File: src/rtl/txsched_pkg.sv
package txsched_pkg;
  typedef enum logic [1:0] {
    SEL_IDLE  = 2'd0,
    SEL_OFFER = 2'd1,
    SEL_BUSY  = 2'd2
  } sel_state_e;
endpackage

File: src/rtl/txsched_req_bank.sv
module txsched_req_bank #(
  parameter int NUM_BUF = 16,
  parameter int BYTE_W  = 8,
  parameter int ADDR_W  = 1
) (
  input  logic               clk,
  input  logic               rst,
  input  logic               wr_en,
  input  logic               rd_en,
  input  logic               rd_rmw,
  input  logic [ADDR_W-1:0]  addr,
  input  logic [BYTE_W-1:0]  wdata,
  input  logic [NUM_BUF-1:0] rwait,
  input  logic [NUM_BUF-1:0] rrx,
  input  logic [NUM_BUF-1:0] clr_mask,
  output logic [NUM_BUF-1:0] pend,
  output logic [NUM_BUF-1:0] elig,
  output logic [BYTE_W-1:0]  rdata
);
  localparam int NUM_LANES = NUM_BUF / BYTE_W;

  logic [NUM_BUF-1:0] set_mask;
  logic [NUM_BUF-1:0] pend_next;
  logic [NUM_BUF-1:0] armed;
  logic [BYTE_W-1:0]  lane_val;

  // one write lane per byte of flags
  for (genvar l = 0; l < NUM_LANES; l++) begin : g_lane
    assign set_mask[l*BYTE_W +: BYTE_W] =
      (wr_en && addr == ADDR_W'(l)) ? wdata : '0;
  end

  // completion/cancel clear dominates a same-cycle set
  assign pend_next = (pend | set_mask) & ~clr_mask;

  // a flag is eligible when not gated, or when its remote request is seen now or was seen while pending
  assign elig = pend & ~clr_mask & (~rwait | armed | rrx);

  always_comb begin
    lane_val = '0;
    for (int l = 0; l < NUM_LANES; l++) begin
      if (addr == ADDR_W'(l)) lane_val = pend[l*BYTE_W +: BYTE_W];
    end
  end

  always_ff @(posedge clk) begin
    if (rst) begin
      pend  <= '0;
      armed <= '0;
      rdata <= '0;
    end else begin
      pend  <= pend_next;
      armed <= (armed | rrx) & pend_next;
      if (rd_en) rdata <= rd_rmw ? '0 : lane_val;
    end
  end

  assert_zero_write_R2: assert property (@(posedge clk) disable iff (rst)
    (wr_en && wdata == '0 && clr_mask == '0) |=> pend == $past(pend));

  assert_clear_wins_R9: assert property (@(posedge clk) disable iff (rst)
    (clr_mask != '0) |=> (pend & $past(clr_mask)) == '0);

  assert_rmw_zero_R10: assert property (@(posedge clk) disable iff (rst)
    (rd_en && rd_rmw) |=> rdata == '0);
endmodule

File: src/rtl/txsched_prio_enc.sv
module txsched_prio_enc #(
  parameter int N     = 16,
  parameter int IDX_W = 4
) (
  input  logic [N-1:0]     req,
  output logic             any,
  output logic [IDX_W-1:0] idx
);
  logic [N-1:0] first;

  // bit i wins only when no lower bit requests
  for (genvar i = 0; i < N; i++) begin : g_first
    if (i == 0) begin : g_base
      assign first[i] = req[i];
    end else begin : g_chain
      assign first[i] = req[i] & ~(|req[i-1:0]);
    end
  end

  assign any = |req;

  always_comb begin
    idx = '0;
    for (int i = 0; i < N; i++) begin
      if (first[i]) idx = idx | IDX_W'(i);
    end
  end
endmodule

File: src/rtl/txsched_grant_fsm.sv
module txsched_grant_fsm
  import txsched_pkg::*;
#(
  parameter int IDX_W = 4
) (
  input  logic             clk,
  input  logic             rst,
  input  logic             sel_any,
  input  logic [IDX_W-1:0] sel_idx,
  input  logic             tx_ready,
  input  logic             fin_vld,
  input  logic [IDX_W-1:0] fin_idx,
  output logic             tx_valid,
  output logic [IDX_W-1:0] tx_idx,
  output logic             busy
);
  sel_state_e state;
  logic       fin_hit;

  assign fin_hit = fin_vld && (fin_idx == tx_idx);
  assign busy    = (state == SEL_BUSY);

  always_ff @(posedge clk) begin
    if (rst) begin
      state    <= SEL_IDLE;
      tx_valid <= 1'b0;
      tx_idx   <= '0;
    end else begin
      unique case (state)
        SEL_IDLE: if (sel_any) begin
          state    <= SEL_OFFER;
          tx_valid <= 1'b1;
          tx_idx   <= sel_idx;
        end
        SEL_OFFER: if (fin_hit) begin
          state    <= SEL_IDLE;
          tx_valid <= 1'b0;
        end else if (tx_ready) begin
          state    <= SEL_BUSY;
          tx_valid <= 1'b0;
        end
        SEL_BUSY: if (fin_hit) state <= SEL_IDLE;
        default: begin
          state    <= SEL_IDLE;
          tx_valid <= 1'b0;
        end
      endcase
    end
  end

  assert_no_offer_busy_R11: assert property (@(posedge clk) disable iff (rst)
    busy |-> !tx_valid);

  assert_busy_until_fin_R11: assert property (@(posedge clk) disable iff (rst)
    (busy && !fin_hit) |=> busy && $stable(tx_idx));

  assert_offer_hold_R12: assert property (@(posedge clk) disable iff (rst)
    (tx_valid && !tx_ready && !fin_hit) |=> tx_valid && $stable(tx_idx));
endmodule

File: src/rtl/can_txreq_sched.sv
module can_txreq_sched #(
  parameter int NUM_BUF = 16,
  parameter int BYTE_W  = 8,
  parameter int IDX_W   = $clog2(NUM_BUF),
  parameter int ADDR_W  = (NUM_BUF / BYTE_W > 1) ? $clog2(NUM_BUF / BYTE_W) : 1
) (
  input  logic               clk,
  input  logic               rst,
  input  logic               reg_wr,
  input  logic               reg_rd,
  input  logic               reg_rmw,
  input  logic [ADDR_W-1:0]  reg_addr,
  input  logic [BYTE_W-1:0]  reg_wdata,
  output logic [BYTE_W-1:0]  reg_rdata,
  input  logic [NUM_BUF-1:0] rwait_cfg,
  input  logic [NUM_BUF-1:0] rrx_flag,
  output logic               tx_valid,
  output logic [IDX_W-1:0]   tx_idx,
  input  logic               tx_ready,
  input  logic               tx_done,
  input  logic               tx_cancel,
  input  logic [IDX_W-1:0]   tx_fin_idx
);
  logic [NUM_BUF-1:0] pend;
  logic [NUM_BUF-1:0] elig;
  logic [NUM_BUF-1:0] clr_mask;
  logic               fin_vld;
  logic               sel_any;
  logic [IDX_W-1:0]   sel_idx;
  logic               busy;

  assign fin_vld  = tx_done | tx_cancel;
  assign clr_mask = fin_vld ? (NUM_BUF'(1) << tx_fin_idx) : '0;

  txsched_req_bank #(
    .NUM_BUF(NUM_BUF), .BYTE_W(BYTE_W), .ADDR_W(ADDR_W)
  ) bank_i (
    .clk(clk), .rst(rst),
    .wr_en(reg_wr), .rd_en(reg_rd), .rd_rmw(reg_rmw),
    .addr(reg_addr), .wdata(reg_wdata),
    .rwait(rwait_cfg), .rrx(rrx_flag), .clr_mask(clr_mask),
    .pend(pend), .elig(elig), .rdata(reg_rdata)
  );

  txsched_prio_enc #(.N(NUM_BUF), .IDX_W(IDX_W)) prio_i (
    .req(elig), .any(sel_any), .idx(sel_idx)
  );

  txsched_grant_fsm #(.IDX_W(IDX_W)) fsm_i (
    .clk(clk), .rst(rst),
    .sel_any(sel_any), .sel_idx(sel_idx),
    .tx_ready(tx_ready), .fin_vld(fin_vld), .fin_idx(tx_fin_idx),
    .tx_valid(tx_valid), .tx_idx(tx_idx), .busy(busy)
  );

  // an offered or granted index always has its flag pending
  assert_offer_pending_R8: assert property (@(posedge clk) disable iff (rst)
    (tx_valid || busy) |-> ((pend >> tx_idx) & NUM_BUF'(1)) != '0);

  // a fresh offer from idle picks the lowest buffer eligible at that edge
  assert_lowest_first_R7: assert property (@(posedge clk) disable iff (rst)
    (!tx_valid && !busy && elig != '0) |=>
      tx_valid &&
      (($past(elig) >> tx_idx) & NUM_BUF'(1)) != '0 &&
      ($past(elig) & ((NUM_BUF'(1) << tx_idx) - NUM_BUF'(1))) == '0);
endmodule

File: config.mk
export PLATFORM = sky130hd
export DESIGN_NAME = can_txreq_sched
export DESIGN_NICKNAME = d
export VERILOG_FILES = /design/src/rtl/txsched_pkg.sv /design/src/rtl/txsched_req_bank.sv /design/src/rtl/txsched_prio_enc.sv /design/src/rtl/txsched_grant_fsm.sv /design/src/rtl/can_txreq_sched.sv
export SDC_FILE = /design/constraint.sdc
export NUM_CORES = 1
export LEC_CHECK = 0
export ABC_AREA = 1
export BUFFER_PORTS_ARGS = -buffer_cell sky130_fd_sc_hd__buf_2
export CAP_MARGIN = 30
export CORE_MARGIN = 2
export CORE_UTILIZATION = 45
export DETAILED_ROUTE_END_ITERATION = 8
export HOLD_SLACK_MARGIN = 0.06
export PLACE_DENSITY = 0.77
export RECOVER_POWER = 50
export SETUP_SLACK_MARGIN = 0.02
export SLEW_MARGIN = 25
export SYNTH_ARGS = -nofsm -noshare
export SYNTH_HDL_FRONTEND = slang
export SYNTH_SLANG_ARGS = --single-unit
File: constraint.sdc
create_clock -name clk -period 1.5 [get_ports clk]
set_clock_uncertainty 0.1 [all_clocks]
set_input_delay 0.15 -clock clk [delete_from_list [all_inputs] [get_ports clk]]
set_output_delay 0.15 -clock clk [all_outputs]
set_load 0.01 [all_outputs]
==> impl_metrics.yaml <==
run_status:
  outcome: "finished with violations"
  violations: "setup timing"
setup_path:
  path_cells: "inv_1 > a21oi_1 > nand2_1 > nand2_2 > nor2_4 > nand2_4 > nor2_4 > nor2_4 > inv_2 > nor2_2 > nor2_1"
  max_stage_delay_ns: 0.34
  worst_ep_required_time_ns: 1.60
  crit_buf_inv: 2
  worst-path-max-fanout: 5
  end_kind: "flip-flop"
  rr_worst_depth: 11
  rrSetupSlack_ns: -0.01
  crit_family: "simple AND/OR/NAND/NOR gates"
  worst-path-stages: 11
  cp.arrival_ns: 1.61
  r2r_start: "bank_i.pend[5]"
  startpoint: "bank_i.pend[5]"
  start_kind: "flip-flop"
  cpMaxStageDelayCell: "dfxtp_1"
  critical_path_class: "flip-flop to flip-flop"
  path_common_cell: "nor2_4"
  r2r-end: "fsm_i.tx_idx[2]"
  crit_end: "fsm_i.tx_idx[2]"
synthesis:
  netlist_area_sq_mm: 0.00231
  synth_area_leaders: "dfxtp_1 (41%), nand2_1 (15%), nor2_1 (8.3%), a21oi_1 (5.8%), inv_1 (5.8%)"
  yosysTopAreaCell: "dfxtp_1"
  synth-seq-area-share_pct: 40.7
  synth_top_cell_area_share_pct: 40.7
  yosysMostFrequentCell: "nand2_1"
  synth_commonest_cells: "nand2_1 (93), nor2_1 (51), dfxtp_1 (47)"
  synth-main-ff-cell: "dfxtp_1"
  yosysUniqueCellTypes: 27
  syn_inst: 349
  synth.avg_cell_area_sq_um: 6.62
  yosys_warnings: 0
  synth_edf_count: 0
  synth-seq-cells: 47
  async_flop_share_pct: 0
  synth.net_count: 402
floorplan:
  die_x_um: 75.7
  start_util_pct: 45.8
  die_h_um: 75.7
  core_sq_mm: 0.00504
  dieArea_sq_mm: 0.00572
  pin_count: 66
  std_cell_rows: 26
global_route:
  grt_max_degree: 16
  grt_pass1_vias: 2527
  grt.overflow.total: 0
  grt_pass1_wl_um: 10800
  grt_use_total_pct: 24.9
  antenna_found_initial: 0
finish:
  diodes: 0
  area_growth_pct: 53.5
  nets: 542
  final_cells: 560
  finalInstanceArea_sq_mm: 0.00355
  drive_gt1_share_pct: 40.2
place:
  io_buffer_count: 65
  dpl-instance-area_sq_mm: 0.00309
  place.gp.congestion: 0.932
  hpwlAfterDp_um: 5130
  dp.cells: 529
hold_path:
  hold_path.class: "input port to flip-flop"
sta:
  fmax_ghz: 0.661
  tightest_slew_ns: 0.413
  min_period_ns: 1.51
  setup_viol: 4
  rsz0062_at_grt: "true"
  fin_crit_sh_pct: 101
  relSlewSlack_pct: 72.5
  hold_viol: 0
  setup_slack_ns: -0.0130
  maxSlewViolCount: 0
clock_tree:
  ctsRootBufferMaster: "clkbuf_8"
  cts_sinks: 47
  cts_tree: "done"
  htreeDepth: 2
  clockBufferDepth: 2
  insertion_delay_ns: 0.31
  clk_pin_slew_ns: 0.09
  cts_made_buffers: 5
route:
  drt_wl_total_um: 6870
  first_pass_iters: 4
  wire_per_inst_um: 12.3
  num_vias: 2678
  drtIter0Drc: 84
  drc: 0
  via_per_inst: 4.78
  ant_nets: 0
pwr:
  power.total_mw: 3.40
  p_leak_nw: 1.70
  p_per_area_mw_per_mm2: 957
  max-vdd-ir-drop_v: 0.000580
run:
  drv_cap: 0
## stage by stage
step,worst slack [ns],hold slack [ns],utilization (%),setup TNS (ns)
3_3_place_gp,-0.218,0.338,61.2,-1.08
2_1_floorplan,0.0583,0.211,-,0
5_1_grt,-0.115,0.122,70.4,-0.543
6_report,-0.0130,0.113,70.4,-0.0263
3_5_place_dp,-0.212,0.343,61.2,-1.17
4_1_cts,0.00750,0.0653,68.7,0
## layout make-up
class                   count  area (sq um)
clock buffers               6          72.6
clock inverters             2          60.1
fillers                   472          1490
inverters                  41           154
multi-input cells         254          1310
flip-flops and latches     47           956
well taps                  70          87.6
repair buffers            140           907
## layout by cell type (no fill, tap or decap)
cell type       n
nand2_1        85
buf_2          63
buf_4          61
inv_1          36
nor2_1         35
dfxtp_1        35
a21oi_1        20
nor3_1         19
o21ai_0        18
nor2_2         15
dfxtp_2        12
nor2_4         10
nand2_2        10
dlygate4sd3_1  10
o211ai_1        9
a21oi_2         8
nand3_1         7
clkbuf_8        5
clkbuf_1        5
inv_2           4
o21ai_1         4
nor3_2          2
nand3b_1        2
nand4_1         2
nor4_1          2
bufinv_16       2
clkinv_1        1
or2_2           1
xor2_1          1
nand2_4         1
nor3b_2         1
a21boi_0        1
a22oi_1         1
buf_6           1
clkbuf_4        1
## worst min-delay path by stage
| stage | from | slack, ns | cells after the start | endpoint |
|---|---|---|---|---|
| floorplan | tx_ready | 0.21 | 2 | fsm_i.state[1] |
| global placement | tx_ready | 0.34 | 3 | fsm_i.state[1] |
| detailed placement | tx_ready | 0.34 | 3 | fsm_i.state[1] |
| CTS | rrx_flag[0] | 0.07 | 3 | bank_i.armed[0] |
| global route | rst | 0.12 | 2 | bank_i.pend[15] |
| finish | rst | 0.11 | 2 | bank_i.pend[10] |
## report_power, final
part	switching [mW]	internal [mW]	total [mW]
logic	0.489	0.409	0.898
clock network	0.435	0.666	1.10
registers	0.0573	1.34	1.40
total	0.981	2.41	3.40
## registers in the layout (all words and copies together) (netlist names)
register        count
bank_i.armed       16
bank_i.pend        16
bank_i.rdata        8
fsm_i.tx_idx        4
fsm_i.state         2
fsm_i.tx_valid      1
## kinds of logic (layout without fill, tap and decap cells)
logic type,Yosys count,in the layout,synth area share (%)
buf+inv,48,189,7.80
compound gates,61,61,14.6
xor+xnor,1,1,0.379
simple gates,192,192,36.5
flops,47,47,40.7
## layer usage
metal  GRT usage (%)  share of wire (%)  vias up
li1                -                  -     1400
met1            30.0                 42     1200
met2            44.1                 51       64
met3            4.89                4.9       14
met4            9.16                2.0        0
met5               0                  0        -
## what timing repair did
action / in CTS / in global routing
endpoints found under the hold margin: 10 / 1
endpoints found under the setup margin: 6 / 6
pin swaps: 25 / 21
gates resized for setup: 30 / 22
hold buffers: 9 / 1
buffers inserted: 9 / 4
Note: power is estimated with default switching activity, not from simulation.
